===== config.mk =====
export PLATFORM = sky130hd
export DESIGN_NAME = opc_page_corrector
export DESIGN_NICKNAME = d
export VERILOG_FILES = /design/src/rtl/opc_pkg.sv /design/src/rtl/opc_secded_dec.sv /design/src/rtl/opc_entry_table.sv /design/src/rtl/opc_vote_stage.sv /design/src/rtl/opc_page_corrector.sv
export SDC_FILE = /design/constraint.sdc
export NUM_CORES = 1
export LEC_CHECK = 0
export ABC_AREA = 0
export BUFFER_PORTS_ARGS = -buffer_cell sky130_fd_sc_hd__buf_2
export CAP_MARGIN = 20
export CORE_MARGIN = 1
export CORE_UTILIZATION = 28
export DETAILED_ROUTE_END_ITERATION = 8
export HOLD_SLACK_MARGIN = 0.1
export PLACE_DENSITY_LB_ADDON = 0.3
export SLEW_MARGIN = 25
export SYNTH_ARGS = -nofsm -noshare
export SYNTH_HDL_FRONTEND = slang
export SYNTH_SLANG_ARGS = --single-unit

===== constraint.sdc =====
create_clock -name clk -period 5.1 [get_ports clk]
set_clock_uncertainty 0.15 [all_clocks]
set_input_delay 0.51 -clock clk [delete_from_list [all_inputs] [get_ports clk]]
set_output_delay 0.51 -clock clk [all_outputs]
set_load 0.02 [all_outputs]

===== src/rtl/opc_pkg.sv =====
package opc_pkg;

  typedef enum logic {
    PH_LOAD,
    PH_STREAM
  } opc_phase_e;

  typedef enum logic [1:0] {
    DEC_CLEAN,
    DEC_FIXED,
    DEC_BAD
  } opc_dec_e;

  // Smallest number of check bits that covers k data bits.
  function automatic int hamm_parity_bits(input int k);
    int p;
    p = 1;
    while ((1 << p) < (k + p + 1)) p++;
    return p;
  endfunction

endpackage


===== src/rtl/opc_secded_dec.sv =====
module opc_secded_dec
  import opc_pkg::*;
#(
  parameter int ADDR_W = 9,
  parameter int PB     = hamm_parity_bits(ADDR_W),
  parameter int HW     = ADDR_W + PB,
  parameter int CODE_W = HW + 1
) (
  input  logic [CODE_W-1:0] code_i,
  output logic [ADDR_W-1:0] addr_o,
  output opc_dec_e          status_o
);

  logic [PB-1:0]     syn;
  logic              par;
  logic [CODE_W-1:0] fixed;

  always_comb begin
    syn = '0;
    for (int pos = 1; pos <= HW; pos++) begin
      if (code_i[pos-1]) syn ^= PB'(pos);
    end
    par      = ^code_i;
    fixed    = code_i;
    status_o = DEC_CLEAN;
    if (par) begin
      status_o = DEC_FIXED;
      if (syn == '0) begin
        fixed[HW] = ~fixed[HW];
      end else if (int'(syn) <= HW) begin
        fixed[int'(syn)-1] = ~fixed[int'(syn)-1];
      end else begin
        status_o = DEC_BAD;
      end
    end else if (syn != '0) begin
      status_o = DEC_BAD;
    end
  end

  always_comb begin
    int k;
    k      = 0;
    addr_o = '0;
    for (int pos = 1; pos <= HW; pos++) begin
      if ((pos & (pos - 1)) != 0) begin
        if (k < ADDR_W) addr_o[k] = fixed[pos-1];
        k++;
      end
    end
  end

endmodule


===== src/rtl/opc_entry_table.sv =====
module opc_entry_table #(
  parameter int N_ENT  = 5,
  parameter int ADDR_W = 9,
  parameter int DATA_W = 8,
  parameter int SLOT_W = (N_ENT > 1) ? $clog2(N_ENT) : 1
) (
  input  logic              clk,
  input  logic              rst_n,
  input  logic              wr_en,
  input  logic [SLOT_W-1:0] wr_slot,
  input  logic              wr_keep,
  input  logic [ADDR_W-1:0] wr_addr,
  input  logic [DATA_W-1:0] wr_a,
  input  logic [DATA_W-1:0] wr_b,
  output logic              dup_o,
  input  logic [ADDR_W-1:0] lk_idx,
  output logic              hit_o,
  output logic [DATA_W-1:0] hit_a_o,
  output logic [DATA_W-1:0] hit_b_o
);

  logic [N_ENT-1:0]  dup_vec;
  logic [N_ENT-1:0]  hit_vec;
  logic [DATA_W-1:0] sel_a [N_ENT];
  logic [DATA_W-1:0] sel_b [N_ENT];

  for (genvar g = 0; g < N_ENT; g++) begin : g_slot
    logic              vld_q;
    logic [ADDR_W-1:0] adr_q;
    logic [DATA_W-1:0] a_q;
    logic [DATA_W-1:0] b_q;
    logic              wr_here;

    assign wr_here = wr_en && (wr_slot == SLOT_W'(g));

    always_ff @(posedge clk) begin
      if (!rst_n) begin
        vld_q <= 1'b0;
        adr_q <= '0;
        a_q   <= '0;
        b_q   <= '0;
      end else if (wr_here) begin
        vld_q <= wr_keep && !dup_o;
        adr_q <= wr_addr;
        a_q   <= wr_a;
        b_q   <= wr_b;
      end
    end

    // Only slots already written in this page take part in the duplicate test.
    assign dup_vec[g] = vld_q && (SLOT_W'(g) < wr_slot) && (adr_q == wr_addr);
    assign hit_vec[g] = vld_q && (adr_q == lk_idx);
    assign sel_a[g]   = hit_vec[g] ? a_q : '0;
    assign sel_b[g]   = hit_vec[g] ? b_q : '0;
  end

  assign dup_o = |dup_vec;
  assign hit_o = |hit_vec;

  always_comb begin
    hit_a_o = '0;
    hit_b_o = '0;
    for (int i = 0; i < N_ENT; i++) begin
      hit_a_o |= sel_a[i];
      hit_b_o |= sel_b[i];
    end
  end

endmodule


===== src/rtl/opc_vote_stage.sv =====
module opc_vote_stage #(
  parameter int DATA_W = 8
) (
  input  logic              clk,
  input  logic              rst_n,
  input  logic              in_valid,
  output logic              in_ready,
  input  logic [DATA_W-1:0] in_data,
  input  logic              hit,
  input  logic [DATA_W-1:0] cpy_a,
  input  logic [DATA_W-1:0] cpy_b,
  output logic              flip_o,
  output logic              out_valid,
  input  logic              out_ready,
  output logic [DATA_W-1:0] out_data
);

  logic [DATA_W-1:0] maj;
  logic [DATA_W-1:0] nxt;

  assign maj      = (in_data & cpy_a) | (in_data & cpy_b) | (cpy_a & cpy_b);
  assign nxt      = hit ? maj : in_data;
  assign flip_o   = hit && (maj != in_data);
  assign in_ready = !out_valid || out_ready;

  always_ff @(posedge clk) begin
    if (!rst_n) begin
      out_valid <= 1'b0;
      out_data  <= '0;
    end else if (in_ready) begin
      out_valid <= in_valid;
      if (in_valid) out_data <= nxt;
    end
  end

endmodule


===== src/rtl/opc_page_corrector.sv =====
module opc_page_corrector
  import opc_pkg::*;
#(
  parameter int PAGE_LEN = 512,
  parameter int DATA_W   = 8,
  parameter int N_ENT    = PAGE_LEN / 100,
  parameter int ADDR_W   = $clog2(PAGE_LEN),
  parameter int CODE_W   = ADDR_W + hamm_parity_bits(ADDR_W) + 1,
  parameter int ENT_W    = CODE_W + 2 * DATA_W,
  parameter int CNT_W    = $clog2(N_ENT + 1)
) (
  input  logic              clk,
  input  logic              rst_n,
  input  logic              ent_valid,
  output logic              ent_ready,
  input  logic [ENT_W-1:0]  ent_data,
  input  logic              pg_in_valid,
  output logic              pg_in_ready,
  input  logic [DATA_W-1:0] pg_in_data,
  output logic              out_valid,
  input  logic              out_ready,
  output logic [DATA_W-1:0] out_data,
  output logic [CNT_W-1:0]  cnt_addr_fix,
  output logic [CNT_W-1:0]  cnt_addr_bad,
  output logic [CNT_W-1:0]  cnt_vote_fix,
  output logic              dup_seen
);

  localparam int SLOT_W = (N_ENT > 1) ? $clog2(N_ENT) : 1;
  localparam int IDX_W  = (PAGE_LEN > 1) ? $clog2(PAGE_LEN) : 1;

  opc_phase_e        phase_q;
  logic [SLOT_W-1:0] slot_q;
  logic [IDX_W-1:0]  idx_q;

  logic [CODE_W-1:0] ent_code;
  logic [DATA_W-1:0] ent_a;
  logic [DATA_W-1:0] ent_b;
  logic [ADDR_W-1:0] dec_addr;
  opc_dec_e          dec_st;
  logic              tbl_dup;
  logic              ent_fire;
  logic              ent_first;
  logic              pg_fire;
  logic              stage_ready;
  logic              hit;
  logic [DATA_W-1:0] hit_a;
  logic [DATA_W-1:0] hit_b;
  logic              flip;

  assign {ent_code, ent_a, ent_b} = ent_data;

  assign ent_ready   = (phase_q == PH_LOAD);
  assign pg_in_ready = (phase_q == PH_STREAM) && stage_ready;
  assign ent_fire    = ent_valid && ent_ready;
  assign ent_first   = ent_fire && (slot_q == '0);
  assign pg_fire     = pg_in_valid && pg_in_ready;

  opc_secded_dec #(.ADDR_W(ADDR_W)) u_dec (
    .code_i  (ent_code),
    .addr_o  (dec_addr),
    .status_o(dec_st)
  );

  opc_entry_table #(
    .N_ENT (N_ENT),
    .ADDR_W(ADDR_W),
    .DATA_W(DATA_W),
    .SLOT_W(SLOT_W)
  ) u_tbl (
    .clk    (clk),
    .rst_n  (rst_n),
    .wr_en  (ent_fire),
    .wr_slot(slot_q),
    .wr_keep(dec_st != DEC_BAD),
    .wr_addr(dec_addr),
    .wr_a   (ent_a),
    .wr_b   (ent_b),
    .dup_o  (tbl_dup),
    .lk_idx (ADDR_W'(idx_q)),
    .hit_o  (hit),
    .hit_a_o(hit_a),
    .hit_b_o(hit_b)
  );

  opc_vote_stage #(.DATA_W(DATA_W)) u_vote (
    .clk      (clk),
    .rst_n    (rst_n),
    .in_valid (pg_in_valid && (phase_q == PH_STREAM)),
    .in_ready (stage_ready),
    .in_data  (pg_in_data),
    .hit      (hit),
    .cpy_a    (hit_a),
    .cpy_b    (hit_b),
    .flip_o   (flip),
    .out_valid(out_valid),
    .out_ready(out_ready),
    .out_data (out_data)
  );

  // Phase sequencing: N_ENT entries, then PAGE_LEN values.
  always_ff @(posedge clk) begin
    if (!rst_n) begin
      phase_q <= PH_LOAD;
      slot_q  <= '0;
      idx_q   <= '0;
    end else if (ent_fire) begin
      if (slot_q == SLOT_W'(N_ENT - 1)) begin
        slot_q  <= '0;
        phase_q <= PH_STREAM;
      end else begin
        slot_q <= slot_q + 1'b1;
      end
    end else if (pg_fire) begin
      if (idx_q == IDX_W'(PAGE_LEN - 1)) begin
        idx_q   <= '0;
        phase_q <= PH_LOAD;
      end else begin
        idx_q <= idx_q + 1'b1;
      end
    end
  end

  // Per-page statistics, cleared by the first entry of a page.
  always_ff @(posedge clk) begin
    if (!rst_n) begin
      cnt_addr_fix <= '0;
      cnt_addr_bad <= '0;
      cnt_vote_fix <= '0;
      dup_seen     <= 1'b0;
    end else if (ent_fire) begin
      cnt_addr_fix <= (ent_first ? '0 : cnt_addr_fix) + CNT_W'(dec_st == DEC_FIXED);
      cnt_addr_bad <= (ent_first ? '0 : cnt_addr_bad) + CNT_W'(dec_st == DEC_BAD);
      dup_seen     <= (ent_first ? 1'b0 : dup_seen) | ((dec_st != DEC_BAD) && tbl_dup);
      if (ent_first) cnt_vote_fix <= '0;
    end else if (pg_fire && flip) begin
      cnt_vote_fix <= cnt_vote_fix + 1'b1;
    end
  end

endmodule


==> impl_metrics.toml <==
[floorplanning]
coreArea_um2 = 33870
die_w_um = 188.3
die_h_um = 188.3
design.die.area_um2 = 35440
row_count = 67
initial_core_util_pct = 28.68
io_pins = 64

[global_routing]
grt_max_degree = 65
grt_overflow = 0
antenna_found_initial = 0
grt_usage_pct = 20.25
grt_pass1_vias = 8777
grt_pass1_wl_um = 54970

[layout]
antenna_cells = 0
layout.nets = 1303
syn2layout_area_growth_pct = 15.77
multi_input_area_um2 = 6100
layout_commonest_cell = "nand2_1"
layout-drive-gt1-share_pct = 14.94
layout_common_cells = "nand2_1 (233), dfxtp_1 (162), a21oi_1 (108), nor2_1 (83), xnor2_1 (82)"
fillCellCount = 3613
regArea_um2 = 3243

[sta]
hold_viol = 0
worst_pin_slew_ns = 1.066
slew_violations = 0
grt_setup_unrepaired = "no"
holdWs_ns = 0.1995
period_needed_ns = 4.478
period_share_pct = 87.81
setup_viol = 0
slew_headroom_pct = 28.72
tns_ns = 0
max_freq_mhz = 223.3

[logic_synthesis]
async_reset_ff_share_pct = 0
synth_top_cell_by_area = "dfxtp_1"
synth_nets = 1257
ys_ff_latch = 162
synth_mux_area_share_pct = 1.018
synth-simple-area-share_pct = 20.74
synth_top_family_by_area = "compound AO/OA/AOI/OAI gates"
synth_top_area_share_pct = 33.39
seq_area_frac_synth_pct = 33.39
postSynthAreaPerCell_um2 = 8.101
synth_xor_xnor_area_share_pct = 13.42
synth-compound-area-share_pct = 25.09
syn-instance-count = 1199
synth_cell_types = 85
synthTopCellsByArea = "dfxtp_1 (33%), nand2_1 (9.0%), xnor2_1 (7.4%), a21oi_1 (5.6%), nor2_1 (3.2%)"
netlist_area_um2 = 9713
synth-edff-count = 0
synth_flop_cell = "dfxtp_1"
synth_warnings = 0
synth_fa_ha_area_share_pct = 1.932

[routing]
met2_length_um = 16290
dr.first_iter.drc_count = 1135
post-route-drc-count = 0
drt-pass1-iter-count = 6
num_vias = 9361
wl_met1_um = 16360
dr_wl_met3_um = 2313
viasPerCell = 5.487
wl_um = 35930
wl_per_cell_um = 21.06
routed.top_layer = "met4"
antenna_left = 0

[clocking]
cts-hold-fix-buffers = 0
cts.sinks = 162
htreeDepth = 4
clkLatencyLatePin_ns = 0.43
path_clk_slew_ns = 0.08
cts_setup_buffers = 0
cts_buffer_depth = 2
cts-root-buf = "clkbuf_16"
cts_buffers = 17
cts_tree = "built"
cts_resized = 0

[critical_path]
critPathMaxFanout = 14
crit_chain = "buf_2 -> xor2_2 -> xor3_2 -> ha_1 -> inv_1 -> nand2_1 -> o31ai_4 -> o211ai_1 -> o22ai_1 -> a21oi_1 -> a22o_1 -> a32oi_1 -> o311ai_2 -> a32o_1"
start_kind = "primary input"
max_stage_delay_ns = 0.53
critPathCaptureType = "flip-flop"
slowest_stage = "xor3_2"
required_ns = 5.26
criticalPathCategory = "primary input to flip-flop"
arrival_ns = 4.64

[place]
gp_congestion = 1.003
io_buffer_count = 63
dp_hpwl_um = 25420

[power_and_ir_drop]
power_mw = 4.217
power.density_nw_per_um2 = 375.0
ir_drop_mv = 0.2483
power.leakage_nw = 4.015

[run]
maxCapViolCount = 0

[outcome]
status = "complete, no violations"

[min_path]
hp-class = "primary input to flip-flop"
[report_power, final]
group          leakage (nW)  internal [mW]  switching, mW
clock network         0.298          0.750          0.601
registers              1.31           1.32         0.0723
logic                  2.40          0.534          0.943
[logic make-up after synthesis]
family | count (synthesis)
adder cells (fa/ha/maj) | 15
AND/OR/NAND/NOR | 450
flip-flops | 162
AO/OA/AOI/OAI | 334
XOR/XNOR | 127
multiplexers | 8
buffers and inverters | 103
[layout make-up]
| class | count | area share (%) |
|---|---|---|
| Sequential cell | 162 | 28.84 |
| Timing Repair Buffer | 105 | 5.608 |
| Inverter | 25 | 0.8457 |
| Clock buffer | 18 | 3.817 |
| Multi-Input combinational cell | 934 | 54.25 |
| Tap cell | 448 | 4.985 |
| Clock inverter | 14 | 1.658 |
[per-layer routing]
layer | track usage (%) | vias up
met5 | 0 | -
met3 | 2.347 | 59
met1 | 28.46 | 4541
met4 | 6.379 | 0
met2 | 32.16 | 339
li1 | - | 4422
[metrics by stage]
step                setup WS [ns]  util (%)  instance area (um2)  instances
floorplan                  0.7080         -                 9713       1199
detailed placement         0.2628     31.38                10630       1674
global route               0.3821     33.20                11240       1706
finish                     0.6215     33.20                11240       1706
global placement           0.3184     31.38                10630       1674
CTS                        0.6990     33.20                11240       1706
[critical path, delay by kind of cell]
| kind | cells | cell delay [ns] |
|---|---|---|
| AO/OA/AOI/OAI | 8 | 2.19 |
| XOR/XNOR | 2 | 0.80 |
| adder cells (fa/ha/maj) | 1 | 0.42 |
| buffers and inverters | 2 | 0.51 |
| AND/OR/NAND/NOR | 1 | 0.18 |
[cell usage after synthesis (7+ instances only)]
master,n
a211oi_1,35
a21oi_1,108
a221oi_1,12
a222oi_1,19
a22o_1,24
a22oi_1,14
and2_1,12
and3_1,19
buf_1,8
clkbuf_1,58
dfxtp_1,162
ha_1,15
inv_1,22
nand2_1,233
nand3_1,25
nand4_1,19
nor2_1,83
nor3_1,21
nor4_1,11
o21ai_0,26
o22ai_1,18
xnor2_1,82
xnor2_2,7
xor2_1,28
[path summary, 6_finish.rpt]
check | start | end | slack (ns) | depth (start not counted)
min reg2reg | u_vote.out_data[4]$_SDFFE_PN0P_ | u_vote.out_data[4]$_SDFFE_PN0P_ | 0.30 | 2
max reg2reg | idx_q[0]$_SDFFE_PN0P_ | cnt_vote_fix[2]$_SDFFE_PN0P_ | 1.29 | 11
min | ent_data[3] | u_tbl.g_slot[2].b_q[3]$_SDFFE_PN0P_ | 0.20 | 3
max | ent_data[20] | dup_seen$_SDFFE_PN0P_ | 0.62 | 14
[registers in the layout, indices dropped and copies added (netlist names)]
signal              flops
u_vote.out_valid        1
cnt_addr_bad            3
u_tbl.g_slot.b_q       40
u_tbl.g_slot.vld_q      5
phase_q                 1
cnt_addr_fix            3
u_tbl.g_slot.a_q       40
u_tbl.g_slot.adr_q     45
cnt_vote_fix            3
u_vote.out_data         8
slot_q                  3
dup_seen                1
idx_q                   9
No activity file was read; power rests on OpenSTA's default activity.
